File: config.mk
export PLATFORM = sky130hd
export DESIGN_NAME = rtc_cmd_unit
export DESIGN_NICKNAME = d
export VERILOG_FILES = /design/src/rtl/rtc_pkg.sv /design/src/rtl/rtc_prescaler.sv /design/src/rtl/rtc_timebase.sv /design/src/rtl/rtc_byte_ser.sv /design/src/rtl/rtc_cmd_ctrl.sv /design/src/rtl/rtc_cmd_unit.sv
export SDC_FILE = /design/constraint.sdc
export NUM_CORES = 1
export LEC_CHECK = 0
export CORE_MARGIN = 2
export CORE_UTILIZATION = 48
export CTS_CLUSTER_SIZE = 16
export DETAILED_ROUTE_END_ITERATION = 6
export GPL_TIMING_DRIVEN = 0
export PLACE_DENSITY = 0.68
export SLEW_MARGIN = 10
export SYNTH_ARGS = -nofsm -noshare
export SYNTH_HDL_FRONTEND = slang
export SYNTH_SLANG_ARGS = --single-unit
File: constraint.sdc
create_clock -name clk_i -period 5.5 [get_ports clk_i]
set_input_delay 0.55 -clock clk_i [delete_from_list [all_inputs] [get_ports clk_i]]
set_output_delay 0.55 -clock clk_i [all_outputs]
set_load 0.01 [all_outputs]
File: src/rtl/rtc_pkg.sv
package rtc_pkg;
  localparam int BYTE_W    = 8;
  localparam int TIME_W    = 32;
  localparam int TIME_BYTES = TIME_W / BYTE_W;

  // seconds between 1904-01-01 and 1970-01-01
  localparam logic [TIME_W-1:0] EPOCH_GAP_1904 = 32'd2082844800;

  localparam logic [BYTE_W-1:0] OP_TIME_RD = 8'h51;
  localparam logic [BYTE_W-1:0] OP_TIME_WR = 8'h52;

  typedef enum logic [1:0] {
    ST_IDLE,
    ST_ARGS,
    ST_EXEC,
    ST_RESP
  } ctl_state_e;
endpackage

File: src/rtl/rtc_prescaler.sv
module rtc_prescaler #(
  parameter int unsigned TICKS = 100_000_000
) (
  input  logic clk_i,
  input  logic rst_ni,
  output logic tick_o
);
  generate
    if (TICKS <= 1) begin : g_every_cycle
      logic tick_q;
      always_ff @(posedge clk_i or negedge rst_ni) begin
        if (!rst_ni) tick_q <= 1'b0;
        else         tick_q <= 1'b1;
      end
      assign tick_o = tick_q;
    end else begin : g_divider
      localparam int CW = $clog2(TICKS);
      localparam logic [CW-1:0] LAST = CW'(TICKS - 1);
      logic [CW-1:0] cnt_q;
      always_ff @(posedge clk_i or negedge rst_ni) begin
        if (!rst_ni)            cnt_q <= '0;
        else if (cnt_q == LAST) cnt_q <= '0;
        else                    cnt_q <= cnt_q + 1'b1;
      end
      assign tick_o = (cnt_q == LAST);
    end
  endgenerate
endmodule

File: src/rtl/rtc_timebase.sv
module rtc_timebase
  import rtc_pkg::*;
#(
  parameter logic [TIME_W-1:0] INIT_UNIX_SEC = '0
) (
  input  logic              clk_i,
  input  logic              rst_ni,
  input  logic              tick_i,
  input  logic              set_i,
  input  logic [TIME_W-1:0] set_val_i,
  output logic [TIME_W-1:0] time_o
);
  localparam logic [TIME_W-1:0] OFFSET_RST = INIT_UNIX_SEC + EPOCH_GAP_1904;

  logic [TIME_W-1:0] elapsed_q, elapsed_nxt;
  logic [TIME_W-1:0] offset_q;

  assign elapsed_nxt = elapsed_q + TIME_W'(tick_i);

  always_ff @(posedge clk_i or negedge rst_ni) begin
    if (!rst_ni) begin
      elapsed_q <= '0;
      offset_q  <= OFFSET_RST;
    end else begin
      elapsed_q <= elapsed_nxt;
      // referenced to the post-tick count so a coincident tick is absorbed
      if (set_i) offset_q <= set_val_i - elapsed_nxt;
    end
  end

  assign time_o = offset_q + elapsed_q;
endmodule

File: src/rtl/rtc_byte_ser.sv
module rtc_byte_ser
  import rtc_pkg::*;
#(
  parameter int NBYTES = TIME_BYTES
) (
  input  logic                     clk_i,
  input  logic                     rst_ni,
  input  logic                     load_i,
  input  logic [NBYTES*BYTE_W-1:0] word_i,
  output logic                     valid_o,
  output logic [BYTE_W-1:0]        data_o,
  output logic                     last_o
);
  localparam int CW = (NBYTES > 1) ? $clog2(NBYTES) : 1;
  localparam logic [CW-1:0] TOP = CW'(NBYTES - 1);

  logic [NBYTES*BYTE_W-1:0] sr_q;
  logic [CW-1:0]            left_q;
  logic                     busy_q;

  always_ff @(posedge clk_i or negedge rst_ni) begin
    if (!rst_ni) begin
      sr_q   <= '0;
      left_q <= '0;
      busy_q <= 1'b0;
    end else if (load_i) begin
      sr_q   <= word_i;
      left_q <= TOP;
      busy_q <= 1'b1;
    end else if (busy_q) begin
      sr_q   <= sr_q << BYTE_W;
      left_q <= left_q - 1'b1;
      if (left_q == '0) busy_q <= 1'b0;
    end
  end

  assign valid_o = busy_q;
  assign data_o  = sr_q[NBYTES*BYTE_W-1 -: BYTE_W];
  assign last_o  = busy_q && (left_q == '0);
endmodule

File: src/rtl/rtc_cmd_ctrl.sv
module rtc_cmd_ctrl
  import rtc_pkg::*;
#(
  parameter int LEN_W = 8
) (
  input  logic              clk_i,
  input  logic              rst_ni,
  input  logic              hdr_valid_i,
  input  logic [BYTE_W-1:0] hdr_op_i,
  input  logic [LEN_W-1:0]  hdr_len_i,
  output logic              hdr_ready_o,
  input  logic              arg_valid_i,
  input  logic [BYTE_W-1:0] arg_data_i,
  output logic              arg_ready_o,
  input  logic [TIME_W-1:0] cur_time_i,
  input  logic              ser_last_i,
  output logic              set_o,
  output logic [TIME_W-1:0] set_val_o,
  output logic              load_o,
  output logic [TIME_W-1:0] word_o
);
  localparam logic [LEN_W-1:0] RD_LEN = '0;
  localparam logic [LEN_W-1:0] WR_LEN = LEN_W'(TIME_BYTES);

  ctl_state_e        state_q;
  logic [BYTE_W-1:0] op_q;
  logic [LEN_W-1:0]  len_q;
  logic [LEN_W-1:0]  cnt_q;
  logic [TIME_W-1:0] arg_sr_q;
  logic              rd_ok, wr_ok, args_done;

  assign rd_ok     = (op_q == OP_TIME_RD) && (len_q == RD_LEN);
  assign wr_ok     = (op_q == OP_TIME_WR) && (len_q == WR_LEN);
  assign args_done = ({1'b0, cnt_q} + 1'b1) == {1'b0, len_q};

  always_ff @(posedge clk_i or negedge rst_ni) begin
    if (!rst_ni) begin
      state_q  <= ST_IDLE;
      op_q     <= '0;
      len_q    <= '0;
      cnt_q    <= '0;
      arg_sr_q <= '0;
    end else begin
      unique case (state_q)
        ST_IDLE: if (hdr_valid_i) begin
          op_q    <= hdr_op_i;
          len_q   <= hdr_len_i;
          cnt_q   <= '0;
          state_q <= (hdr_len_i == '0) ? ST_EXEC : ST_ARGS;
        end
        ST_ARGS: if (arg_valid_i) begin
          arg_sr_q <= {arg_sr_q[TIME_W-BYTE_W-1:0], arg_data_i};
          cnt_q    <= cnt_q + 1'b1;
          if (args_done) state_q <= ST_EXEC;
        end
        ST_EXEC: state_q <= rd_ok ? ST_RESP : ST_IDLE;
        ST_RESP: if (ser_last_i) state_q <= ST_IDLE;
        default: state_q <= ST_IDLE;
      endcase
    end
  end

  assign hdr_ready_o = (state_q == ST_IDLE);
  assign arg_ready_o = (state_q == ST_ARGS);
  assign set_o       = (state_q == ST_EXEC) && wr_ok;
  assign set_val_o   = arg_sr_q;
  assign load_o      = (state_q == ST_EXEC) && rd_ok;
  assign word_o      = cur_time_i;
endmodule

File: src/rtl/rtc_cmd_unit.sv
module rtc_cmd_unit
  import rtc_pkg::*;
#(
  parameter int unsigned       TICKS_PER_SEC = 100_000_000,
  parameter logic [TIME_W-1:0] INIT_UNIX_SEC = '0
) (
  input  logic       clk_i,
  input  logic       rst_ni,
  input  logic       hdr_valid_i,
  input  logic [7:0] hdr_op_i,
  input  logic [7:0] hdr_len_i,
  output logic       hdr_ready_o,
  input  logic       arg_valid_i,
  input  logic [7:0] arg_data_i,
  output logic       arg_ready_o,
  output logic       rsp_valid_o,
  output logic [7:0] rsp_data_o,
  output logic       rsp_last_o,
  output logic       tick_o
);
  logic              wr_en;
  logic [TIME_W-1:0] wr_val;
  logic [TIME_W-1:0] cur_time;
  logic              snap_load;
  logic [TIME_W-1:0] snap_word;

  rtc_prescaler #(.TICKS(TICKS_PER_SEC)) u_presc (
    .clk_i (clk_i),
    .rst_ni(rst_ni),
    .tick_o(tick_o)
  );

  rtc_timebase #(.INIT_UNIX_SEC(INIT_UNIX_SEC)) u_tb (
    .clk_i    (clk_i),
    .rst_ni   (rst_ni),
    .tick_i   (tick_o),
    .set_i    (wr_en),
    .set_val_i(wr_val),
    .time_o   (cur_time)
  );

  rtc_cmd_ctrl #(.LEN_W(8)) u_ctrl (
    .clk_i      (clk_i),
    .rst_ni     (rst_ni),
    .hdr_valid_i(hdr_valid_i),
    .hdr_op_i   (hdr_op_i),
    .hdr_len_i  (hdr_len_i),
    .hdr_ready_o(hdr_ready_o),
    .arg_valid_i(arg_valid_i),
    .arg_data_i (arg_data_i),
    .arg_ready_o(arg_ready_o),
    .cur_time_i (cur_time),
    .ser_last_i (rsp_last_o),
    .set_o      (wr_en),
    .set_val_o  (wr_val),
    .load_o     (snap_load),
    .word_o     (snap_word)
  );

  rtc_byte_ser #(.NBYTES(TIME_BYTES)) u_ser (
    .clk_i  (clk_i),
    .rst_ni (rst_ni),
    .load_i (snap_load),
    .word_i (snap_word),
    .valid_o(rsp_valid_o),
    .data_o (rsp_data_o),
    .last_o (rsp_last_o)
  );
endmodule

==> results_dict.tcl <==
set metrics [dict create \
    rsz0062_at_grt "true" \
    max_cap_viol_count 0 \
    seqPwrFrac_pct 36.3 \
    wirelength_mm 27.2 \
    postPlaceCellArea_mm2 0.0123 \
    hp-class "primary input to async pin" \
    swShare_pct 38.0 \
    met3_length_um 985 \
    dr.max_layer_used "met4" \
    dr.pass1.iters 5 \
    clock.fmax_ghz 0.192 \
    crit_required_ps 5810 \
    htreeDepth 4 \
    areaGrowthSynthToFinish_pct 14.0 \
    dp_slack_ps -1350 \
    fin_worst_skew_ps 15.4 \
    fin_crit_sh_pct 94.8 \
    arrival_ps 5530 \
    antenna_found_initial 0 \
    power.internal_w 0.00300 \
    die_h_um 158 \
    clkPwrFrac_pct 25.1 \
    ys_seq_elements 184 \
    grt_pass1_wl_mm 44.8 \
    ys.flop_type "dfrtp_1" \
    worstSetupStartpointType "flop" \
    fin_nets 1369 \
    max-vdd-ir-drop_v 0.000171 \
    p_sw_w 0.00183 \
    cts_made_buffers 17 \
    drtAntennaViolNets 0 \
    viasPerCell 5.57 \
    worst_slew_pin_slew_ps 784 \
    drc 0 \
    synthCells 1207 \
    drv_slew 0 \
    final_cell_mix "172 x dfrtp_1, 111 x nand2_1, 89 x o21ai_0, 74 x nor2_1, 65 x xnor2_1" \
    grt_max_degree 113 \
    rows 56 \
    grt_usage_pct 22.7 \
    synth-edff-count 0 \
    route.met2.wl_mm 12.3 \
    dieWidth_um 158 \
    p_leak_nw 5.87 \
    dp.final_hpwl_mm 20.1 \
    grt-ovfl-total 0 \
    drtIter0Drc 619 \
    die-area_mm2 0.0250 \
    status "finished, final reports clean" \
    setup.worst_path.class "flop to flop" \
    yosysSeqAreaShare_pct 40.5 \
    layout.cell_area.non_filler_mm2 0.0130 \
    max-slew-margin-rel_pct 47.4 \
    cellPowerDensity_mw_per_mm2 371 \
    r2r_cells 20 \
    drive_gt1_share_pct 11.9 \
    clk_latency_ps 440 \
    synthDistinctLibCells 82 \
    cp-end-kind "flop" \
    wl_met1_mm 13.5 \
    netlist_area_mm2 0.0114 \
    final_common_cell "dfrtp_1" \
    clk_pin_slew_ps 80 \
    fillers 2118 \
    crit_fanout 8 \
    final_hold_viol_count 0 \
    avgSynthCellArea_um2 9.46 \
    yosys_warnings 0 \
    cts_tree "done" \
    setup_viol 0 \
    fin_crit_ps 5210 \
    async_flop_share_pct 100 \
    p_comb_share_pct 38.5 \
    grt_pass1_vias 8616 \
    hold_ws_ps 57.1 \
    core-area_mm2 0.0234 \
    clockBufferDepth 2 \
    start_util_pct 48.8 \
    portBuffers 40 \
    vias 8951 \
    io_pins 41 \
    clock-sinks 184 \
    place_congestion 0.868 \
    syn_nets 1300 \
    wire_per_inst_um 16.9 \
    cts-root-buf "clkbuf_16" \
    layout_setup_ws_ps 288 \
    diodes 0 \
]
## sequential cells by signal, indices dropped and copies added, names as in the netlist
signal                   flops
u_ctrl.cnt_q                 8
u_ctrl.len_q                 8
u_ctrl.op_q                  8
u_ctrl.set_val_o            32
u_ctrl.state_q               2
u_presc.g_divider.cnt_q     27
u_ser.left_q                 2
u_ser.sr_q                  32
u_ser.valid_o                1
u_tb.elapsed_q              32
u_tb.offset_q               32
## area by class of cell
type                            count  area (um2)  share of cell area, %
Buffer                             46         211                   1.62
Clock buffer                       18         439                   3.37
Clock inverter                     14         130                   1.00
Inverter                           61         229                   1.76
Multi-Input combinational cell    915        6480                   49.8
Sequential cell                   184        4620                   35.5
Tap cell                          319         399                   3.07
Timing Repair Buffer               51         508                   3.90
## timing repair
| item | CTS | global route |
|---|---|---|
| cloned | 0 | 0 |
| gates resized for setup | 8 | 18 |
| hold buffers | 0 | 0 |
| pin swaps | 1 | 4 |
| buffers inserted | 3 | 7 |
| endpoints found under the setup margin | 23 | 12 |
## through the flow
step | util [%] | std cells | power, W | setup TNS (ps)
2_1_floorplan | - | 1207 | 0.00308 | 0
3_3_place_gp | 52.2 | 1566 | 0.00353 | -694200
3_5_place_dp | 52.4 | 1567 | 0.00357 | -16350
4_1_cts | 55.1 | 1602 | 0.00480 | 0
5_1_grt | 55.6 | 1608 | 0.00515 | -39.5
6_report | 55.6 | 1608 | 0.00483 | 0
## cells in the mapped netlist (all sizes together) (4+ instances only)
cell type | number | area, um2
a2111oi | 4 | 35.0
a211o | 4 | 35.0
a211oi | 19 | 143
a21o | 29 | 218
a21oi | 61 | 317
a31o | 4 | 35.0
a31oi | 9 | 62.6
and2 | 10 | 62.6
and3 | 17 | 106
buf | 10 | 68.8
clkbuf | 37 | 139
dfrtp | 172 | 4300
dfstp | 12 | 315
ha | 63 | 788
inv | 60 | 225
maj3 | 4 | 41.3
mux2 | 47 | 529
mux2i | 20 | 200
nand2 | 111 | 417
nand2b | 9 | 56.3
nand3 | 45 | 235
nand4 | 21 | 153
nor2 | 76 | 288
nor2b | 14 | 87.6
nor3 | 29 | 145
nor3b | 4 | 30.0
nor4 | 11 | 90.1
nor4b | 6 | 52.6
o211ai | 6 | 45.0
o21a | 6 | 45.0
o21ai | 94 | 470
o21bai | 4 | 30.0
o31a | 5 | 45.0
o31ai | 13 | 97.6
or2 | 6 | 37.5
or3 | 10 | 62.6
xnor2 | 66 | 578
xor2 | 46 | 403
## final timing paths
check	to	start	slack [ps]
worst min-delay path	u_ctrl.set_val_o[1]	rst_ni	60
min in group clk_i	u_presc.g_divider.cnt_q[4]	u_presc.g_divider.cnt_q[4]	470
max in group asynchronous	u_ctrl.state_q[0]	rst_ni	4490
worst max-delay path	u_tb.offset_q[31]	u_presc.g_divider.cnt_q[11]	290
worst max register to register	u_tb.offset_q[31]	u_presc.g_divider.cnt_q[11]	290
worst min register to register	u_presc.g_divider.cnt_q[4]	u_presc.g_divider.cnt_q[4]	470
## critical path, stage by stage (launching register included)
cell and delay (ps):
dfrtp_1 420, or4_1 610, nor4_4 350, buf_6 180, ha_1 190, ha_2 220, nand3_4 170, nor4_4 360
buf_4 170, nand3_1 200, nor2_2 230, xor2_2 210, inv_1 70, ha_1 360, a211o_1 320, a31oi_1 150
o21ai_1 120, and2_1 170, mux2i_1 120, o21ai_0 80, or3_1 370
## cell families after synthesis
kind of cell               synth area share (%)
and+or+nand+nor                            16.9
AOI/OAI and AO/OA                          16.0
DFF                                        40.5
xor gates and xnor gates                   8.79
buffers and inverters                      3.82
adders and majority gates                  7.62
muxes                                      6.39
## power groups by stage
stage | sequential, W | combinational, W | clock (W)
3_3_place_gp | 0.00178 | 0.00175 | 0
5_1_grt | 0.00178 | 0.00207 | 0.00129
2_1_floorplan | 0.00169 | 0.00140 | 0
3_5_place_dp | 0.00178 | 0.00179 | 0
4_1_cts | 0.00176 | 0.00181 | 0.00123
6_report | 0.00176 | 0.00186 | 0.00121
## routing by layer
layer	up-vias	track usage, %
met5	-	0
met4	0	5.45
met3	27	3.50
met2	171	35.5
met1	4293	33.1
li1	4460	-
No activity file was read; power rests on OpenSTA's default activity.
